## src/rtl/hin_pkg.sv

```systemverilog
package hin_pkg;

    typedef enum logic [1:0] {
        OWN_NONE = 2'd0,
        OWN_PAR  = 2'd1,
        OWN_SER  = 2'd2
    } owner_e;

    typedef logic [7:0] hbyte_t;

    typedef struct packed {
        logic   vld;
        hbyte_t data;
    } beat_t;

    function automatic logic port_may_write(input owner_e own, input owner_e me);
        return (own == OWN_NONE) || (own == me);
    endfunction

endpackage

```

## src/rtl/hin_fifo.sv

```systemverilog
module hin_fifo
    import hin_pkg::*;
#(
    parameter int DEPTH = 8
) (
    input  logic   clk,
    input  logic   rst,
    input  logic   flush,
    input  beat_t  wr,
    input  logic   pop,
    output hbyte_t rd_data,
    output logic   empty,
    output logic   full
);
    localparam int AW = (DEPTH > 1) ? $clog2(DEPTH) : 1;
    localparam int CW = $clog2(DEPTH + 1);
    localparam logic [AW-1:0] LAST = AW'(DEPTH - 1);
    localparam logic [CW-1:0] FULLC = CW'(DEPTH);

    hbyte_t          mem [DEPTH];
    logic [AW-1:0]   wp, rp;
    logic [CW-1:0]   cnt;
    logic            do_wr, do_rd;

    assign empty   = (cnt == '0);
    assign full    = (cnt == FULLC);
    assign do_wr   = wr.vld && !full;
    assign do_rd   = pop && !empty;
    assign rd_data = mem[rp];

    always_ff @(posedge clk) begin
        if (do_wr && !flush) begin
            mem[wp] <= wr.data;
        end
    end

    always_ff @(posedge clk) begin
        if (rst || flush) begin
            wp  <= '0;
            rp  <= '0;
            cnt <= '0;
        end else begin
            if (do_wr) begin
                wp <= (wp == LAST) ? '0 : wp + 1'b1;
            end
            if (do_rd) begin
                rp <= (rp == LAST) ? '0 : rp + 1'b1;
            end
            case ({do_wr, do_rd})
                2'b10:   cnt <= cnt + 1'b1;
                2'b01:   cnt <= cnt - 1'b1;
                default: cnt <= cnt;
            endcase
        end
    end
endmodule

```

## src/rtl/hin_owner.sv

```systemverilog
module hin_owner
    import hin_pkg::*;
#(
    parameter int TW = 16
) (
    input  logic          clk,
    input  logic          rst,
    input  logic          flush,
    input  logic          par_v,
    input  logic          ser_v,
    input  logic          full,
    input  logic [TW-1:0] idle_limit,
    output owner_e        owner,
    output logic          par_acc,
    output logic          ser_acc
);
    owner_e        own_q;
    logic [TW-1:0] idle_q;
    logic          owner_present;
    logic          idle_expired;

    assign owner = own_q;

    assign par_acc = !flush && par_v && !full && port_may_write(own_q, OWN_PAR);
    assign ser_acc = !flush && ser_v && !full && port_may_write(own_q, OWN_SER)
                     && !((own_q == OWN_NONE) && par_v);

    assign owner_present = (own_q == OWN_PAR) ? par_v : ser_v;
    assign idle_expired  = ({1'b0, idle_q} + 1'b1) >= {1'b0, idle_limit};

    always_ff @(posedge clk) begin
        if (rst || flush) begin
            own_q  <= OWN_NONE;
            idle_q <= '0;
        end else if (own_q == OWN_NONE) begin
            idle_q <= '0;
            if (par_acc) begin
                own_q <= OWN_PAR;
            end else if (ser_acc) begin
                own_q <= OWN_SER;
            end
        end else if (owner_present) begin
            idle_q <= '0;
        end else if (idle_expired) begin
            own_q  <= OWN_NONE;
            idle_q <= '0;
        end else begin
            idle_q <= idle_q + 1'b1;
        end
    end
endmodule

```

## src/rtl/hin_prime.sv

```systemverilog
module hin_prime (
    input  logic clk,
    input  logic rst,
    input  logic enable,
    input  logic prime_in,
    output logic flush,
    output logic pulse
);
    logic seen_q;

    assign flush = enable && prime_in;

    always_ff @(posedge clk) begin
        if (rst) begin
            seen_q <= 1'b0;
            pulse  <= 1'b0;
        end else begin
            seen_q <= flush;
            pulse  <= flush && !seen_q;
        end
    end
endmodule

```

## src/rtl/hin_arbiter.sv

```systemverilog
module hin_arbiter
    import hin_pkg::*;
#(
    parameter int DEPTH = 8,
    parameter int TW    = 16
) (
    input  logic          clk,
    input  logic          rst,
    input  logic          cfg_prime_en,
    input  logic [TW-1:0] cfg_idle_limit,
    input  logic          par_strobe,
    input  logic [7:0]    par_data,
    input  logic          par_prime,
    output logic          par_busy,
    input  logic          ser_valid,
    input  logic [7:0]    ser_data,
    output logic          ser_busy,
    input  logic          rd_pop,
    output logic [7:0]    rd_data,
    output logic          rd_empty,
    output logic          host_reset
);
    owner_e own_q;
    logic   fifo_full;
    logic   flush;
    logic   par_acc, ser_acc;
    logic   wr_en;
    beat_t  wbeat;

    hin_prime u_prime (
        .clk      (clk),
        .rst      (rst),
        .enable   (cfg_prime_en),
        .prime_in (par_prime),
        .flush    (flush),
        .pulse    (host_reset)
    );

    hin_owner #(.TW(TW)) u_owner (
        .clk        (clk),
        .rst        (rst),
        .flush      (flush),
        .par_v      (par_strobe),
        .ser_v      (ser_valid),
        .full       (fifo_full),
        .idle_limit (cfg_idle_limit),
        .owner      (own_q),
        .par_acc    (par_acc),
        .ser_acc    (ser_acc)
    );

    assign wr_en      = par_acc || ser_acc;
    assign wbeat.vld  = wr_en;
    assign wbeat.data = par_acc ? par_data : ser_data;

    hin_fifo #(.DEPTH(DEPTH)) u_fifo (
        .clk     (clk),
        .rst     (rst),
        .flush   (flush),
        .wr      (wbeat),
        .pop     (rd_pop),
        .rd_data (rd_data),
        .empty   (rd_empty),
        .full    (fifo_full)
    );

    assign par_busy = (own_q == OWN_SER) || fifo_full;
    assign ser_busy = (own_q == OWN_PAR) || fifo_full;
endmodule

```

## config.mk

```make
export PLATFORM = sky130hd
export DESIGN_NAME = hin_arbiter
export DESIGN_NICKNAME = d
export VERILOG_FILES = /design/src/rtl/hin_pkg.sv /design/src/rtl/hin_fifo.sv /design/src/rtl/hin_owner.sv /design/src/rtl/hin_prime.sv /design/src/rtl/hin_arbiter.sv
export SDC_FILE = /design/constraint.sdc
export NUM_CORES = 1
export LEC_CHECK = 0
export BUFFER_PORTS_ARGS = -buffer_cell sky130_fd_sc_hd__buf_2
export CORE_MARGIN = 8
export CORE_UTILIZATION = 55
export CTS_CLUSTER_SIZE = 16
export DETAILED_ROUTE_END_ITERATION = 10
export GPL_ROUTABILITY_DRIVEN = 0
export PLACE_DENSITY_LB_ADDON = 0.12
export SYNTH_ARGS = -nofsm -noshare
export SYNTH_HDL_FRONTEND = slang
export SYNTH_SLANG_ARGS = --single-unit
```

## constraint.sdc

```tcl
create_clock -name clk -period 6.8 [get_ports clk]
set_clock_uncertainty 0.2 [all_clocks]
set_input_delay 1.02 -clock clk [delete_from_list [all_inputs] [get_ports clk]]
set_output_delay 1.02 -clock clk [all_outputs]
set_load 0.1 [all_outputs]
```

==> metrics.txt, run 1 <==
Clock Tree Buf Depth=2; endpoint class of the critical path=output port; Slew HR=29.9%; via count=2,649; crit path time final=3.80 ns; final slew viol count=0; Synth Flop Type=edfxtp_1; Peak supply drop=0.000222 V; fin area=0.00508 mm²; H-tree depth reported by CTS=3; r2r worst-path depth=11; Post-route DRC=0; syn_nets=389; CTS tree=built; Die Y-Extent=107 µm; Layout fillers=658; Final Hold Viols=0; Vias/cell=5.42; worst-path maximum fanout=16; nets@finish=443; DR WL met2=4270 µm; number of DRC markers in iteration 0=148; I/O Pins=51; total die area=0.0114 mm²; number of max-cap violations=0; Power Dens Cells=267 mW/mm²; RSZ-0062 raised after global routing=false; Flop pwr share=50.3%; internal power=903 µW; initial antenna violation count=0; most common library cells after synthesis=edfxtp_1, dfxtp_1, ha_1; register area share after synthesis=57.2%; slowest cell on the critical path=dfxtp_1; clock network power share=26.9%; CP required=5.58 ns; grt ovf=0; total CTS buffers=9; storage element area=0.00258 mm²; # clock sinks=97; Clk Latency, worst-skew pair=0.36 ns; crit path cell chain=mux4_2, mux2_2, buf_2; number of global-route vias before repair=2,825; ant diodes=0; Mapped Area=0.00452 mm²; Mapped Cells=325; layout cells sized above 1=31.8%; sw frac=33.4%; total negative slack=0 ns; # setup viols final=0; worst min path class=reg -> reg; antenna viol nets, final=0; first-pass GRT wire length=13,800 µm; crit-path max cell delay=1.03 ns; Top delay family on crit path=flip-flops; share of the synthesized area in the top cell type=42.6%; wire per inst=17.2 µm; Die X=107 µm; Post-CTS Resized=0; Post-DP HPWL=5940 µm; met1 WL=3630 µm; Avg Cell Area, Syn=13.9 µm²; CP bufs+invs=1; P_leak=1.96 nW; Worst path depth=3; largest net degree at the start of global routing=19; Total Routing Usage GR=15.7%; fin crit share=55.9%; top cells by area, synth=edfxtp_1, dfxtp_1, mux4_2; Area Growth Syn to Fin=12.5%; Synth area leader=edfxtp_1; WL final=8410 µm; Post-CTS Setup Bufs=0; Synth warnings=0; count leader, synth=edfxtp_1; clk slew on worst S/H paths=0.10 ns; dpl cell area=0.00488 mm²; outcome=finished, final reports clean; Gate power share=22.8%; hold path depth=1; top achievable clock speed=0.263 GHz; Synth async-reset ratio=0%; Slew @ Worst Pin=1.05 ns; CTS Hold Bufs=0; root buffer selected by CTS=clkbuf_8; Pre-antenna DRT Iters=4; Post-synth EDFFs=64; wire length on met3=367 µm; switching power total=453 µW; Port Buf Inserts=50; CP arrival=2.58 ns; top layer used by detailed routing=met4; Design Power=1.36 mW; Rows=33; Core Box Area=0.00809 mm²; area occupied by multi-input gates=0.00183 mm²; Setup crit start kind=flop; Crit Path Category=reg -> out; register bit total from synthesis=97; initial core utilization=55.8%; Netlist cell types=48
routing by layer:
metal	track usage, %	up-vias
li1	-	1318
met4	6.53	0
met1	17.8	1264
met2	28.1	54
met5	0	-
met3	3.48	13
sequential cells by signal, indices dropped and copies added, names as in the netlist, named ones only:
signal	flops
u_owner.owner	2
u_fifo.rp	3
u_prime.pulse	1
u_fifo.cnt	4
u_owner.idle_q	16
u_fifo.wp	3
u_fifo.mem	64
u_prime.seen_q	1
worst paths after layout:
kind                                         from                to  slack (ns)
worst min-delay path               u_prime.seen_q     u_prime.pulse        0.20
worst max register to register  u_owner.idle_q[0]  u_owner.owner[0]        3.48
worst max-delay path                         flop        rd_data[5]        3.00
worst min register to register     u_prime.seen_q     u_prime.pulse        0.20
placed cells by master (no fill, tap or decap), drive strengths merged, types with 4 or more instances in the layout:
master,count
nand2,17
dfxtp,33
mux4,16
nor3b,14
mux2,16
buf,51
nand2b,5
nor2,16
nand4,4
inv,27
a21oi,13
o21ai,7
edfxtp,64
xnor2,8
clkbuf,10
nand3,6
ha,24
xor2,9
nor3,11
metrics by stage:
stage / hold slack (ns) / setup WS (ns) / cells / utilization, %
floorplan: 0.173 / 1.46 / 325 / -
global placement: 0.184 / 3.36 / 473 / 60.4
detailed placement: 0.185 / 3.32 / 473 / 60.4
CTS: 0.200 / 2.91 / 489 / 62.8
global route: 0.228 / 2.81 / 489 / 62.8
finish: 0.198 / 3.00 / 489 / 62.8
layout make-up:
| type | count | share of cell area, % |
|---|---|---|
| clock buffer | 10 | 2.71 |
| clock inverter | 6 | 1.11 |
| inverter | 23 | 1.70 |
| multi-input combinational | 197 | 36.0 |
| sequential | 97 | 50.9 |
| tap | 105 | 2.59 |
| timing repair buffer | 51 | 5.08 |
kinds of logic after synthesis:
group           after synthesis  share of synthesized area [%]
mux                          34                           12.4
flops                        97                           57.2
xor+xnor                     17                           3.30
simple gates                 88                           11.9
compound gates               33                           5.26
buf+inv                      31                           2.80
fa+ha+maj                    25                           7.09
power groups by stage:
stage | registers [mW] | clock network [mW] | logic, mW
CTS | 0.684 | 0.370 | 0.311
global placement | 0.696 | 0 | 0.305
floorplan | 0.682 | 0 | 0.264
global route | 0.688 | 0.394 | 0.331
detailed placement | 0.697 | 0 | 0.310
finish | 0.682 | 0.365 | 0.309
No activity file was read; power rests on OpenSTA's default activity.
==> run 2: changes to the inputs <==
- CORE_UTILIZATION: 55 -> 53
- clock period: 6.8 -> 3.35 ns (I/O delays scaled with it)
==> run 2 against run 1 <==
  * Sequential cell count stayed put
  * Cell area is 2.3% higher
  * Die area rose by 3.2%
  * Utilization rose by 0.17 points
  * Critical endpoint is now u_owner.owner[0]
==> metrics.txt, run 2 (synthesis gave the netlist of run 1 again) <==
outcome=finished, final reports clean; WL final=8270 µm; worst-path maximum fanout=18; # setup viols final=0; HP Start=rst; fin crit share=91.5%; crit-path max cell delay=0.38 ns; initial core utilization=54.7%; root buffer selected by CTS=clkbuf_8; commonest non-fill, non-tap cell in the layout=edfxtp_1; initial antenna violation count=0; Layout fillers=678; CTS Hold Bufs=0; CP required=3.41 ns; endpoint class of the critical path=flop; CP bufs+invs=1; via count=2,706; Peak supply drop=0.000307 V; Pre-antenna DRT Iters=4; RSZ-0062 raised after global routing=false; Flop pwr share=50.1%; H-tree depth reported by CTS=3; final slew viol count=0; r2r worst-path depth=12; worst min path class=in -> reg; sw frac=33.0%; Power Dens Cells=525 mW/mm²; Gate power share=24.6%; number of global-route vias before repair=2,775; hold path depth=2; Port Buf Inserts=50; Slew @ Worst Pin=0.813 ns; crit path cell chain=ha_1, nand3_2, nor3_4, nand2_1, xnor2_1, ha_1, a211oi_1, o21ai_0, a32oi_2, o211ai_4, buf_12, a221oi_1; Post-DP HPWL=5920 µm; I/O Pins=51; total CTS buffers=9; switching power total=901 µW; Crit path top cell by count=ha_1; # clock sinks=97; most frequent cells in the layout=edfxtp_1, buf_2, dfxtp_1; grt ovf=0; Setup crit start kind=flop; Final Hold Viols=0; Top delay family on crit path=compound AO/OA/AOI/OAI gates; ant diodes=0; Die Y-Extent=108 µm; P_leak=2.02 nW; Die X=108 µm; internal power=1.83 mW; Clk Latency, worst-skew pair=0.35 ns; Post-route DRC=0; Area Growth Syn to Fin=15.1%; wire per inst=16.5 µm; hold slack=0.136 ns; CTS tree=built; R2R Path End=u_owner.owner[0]; layout cells sized above 1=35.1%; Clock Tree Buf Depth=2; largest register by flop count=u_fifo.mem; Crit Path Category=reg -> reg; slowest cell on the critical path=dfxtp_2; number of DRC markers in iteration 0=77; antenna viol nets, final=0; total negative slack=0 ns; nets@finish=455; CP arrival=3.13 ns; Vias/cell=5.40; total die area=0.0117 mm²; FF-to-FF setup slack=0.29 ns; Total Routing Usage GR=14.8%; Rows=33; r2r startpoint=u_owner.idle_q[0]; WHS Endpoint=u_prime.seen_q; clk slew on worst S/H paths=0.09 ns; Worst path depth=12; top achievable clock speed=0.326 GHz; first-pass GRT wire length=13,400 µm; crit path time final=3.06 ns; max reg flops=64; Slew HR=45.3%; largest net degree at the start of global routing=19; Core Box Area=0.00826 mm²; post-layout util=62.9%; Largest regs=u_fifo.mem: 64 flops, u_owner.idle_q: 16 flops, u_fifo.cnt: 4 flops; clock network power share=25.3%; number of max-cap violations=0
[run 2: cell types whose count changed in the layout (fill, tap and decap cells not counted), sizes merged]
cell | previous run | this run
clkinvlp | 1 | 4
buf | 51 | 63
clkinv | 1 | 0
inv | 27 | 25
[run 2: worst max-delay path by stage]
stage	from	end	slack, ns
global placement	u_owner.idle_q[0]	u_owner.owner[0]	0.29
global route	u_owner.idle_q[0]	u_owner.owner[0]	0.05
detailed placement	u_owner.idle_q[0]	u_owner.owner[0]	0.14
CTS	u_owner.idle_q[0]	u_owner.owner[0]	0.12
finish	u_owner.idle_q[0]	u_owner.owner[0]	0.29
floorplan	u_fifo.cnt[3]	u_fifo.cnt[3]	0.004
[run 2: area by class of cell]
cell class	count	area [µm²]	area share (%)
tap	105	131	2.53
multi-input combinational	197	1850	35.6
timing repair buffer	63	360	6.93
inverter	23	86.3	1.66
sequential	97	2590	49.8
clock inverter	6	52.6	1.01
clock buffer	10	128	2.46
[run 2: per-layer routing]
metal | global-route usage, % | up-vias | part of all wire [%]
li1 | - | 1344 | -
met1 | 18.6 | 1296 | 45
met2 | 24.8 | 56 | 49
met3 | 2.86 | 10 | 4.6
met4 | 5.57 | 0 | 1.3
met5 | 0 | - | 0
[run 2: power by group through the flow]
stage                     registers (mW)  clock network (mW)  logic (mW)
final                               1.37               0.691       0.670
after global routing                1.37               0.751       0.717
after CTS                           1.37               0.704       0.680
after detailed placement            1.39                   0       0.679
after global placement              1.39                   0       0.669
after floorplan                     1.39                   0       0.555
[run 2: repair_timing]
item                       CTS  global route
setup buffers                0             1
setup endpoints to repair    0             8
resized for setup            0             4
[run 2: per-stage QoR]
step           setup WS [ns]  power, mW  cells  area [µm²]
4_1_cts                0.125       2.75    500        5170
2_1_floorplan        0.00389       1.95    325        4550
3_5_place_dp           0.144       2.07    484        4990
5_1_grt               0.0454       2.84    501        5200
6_report               0.286       2.73    501        5200
3_3_place_gp           0.294       2.06    484        4990
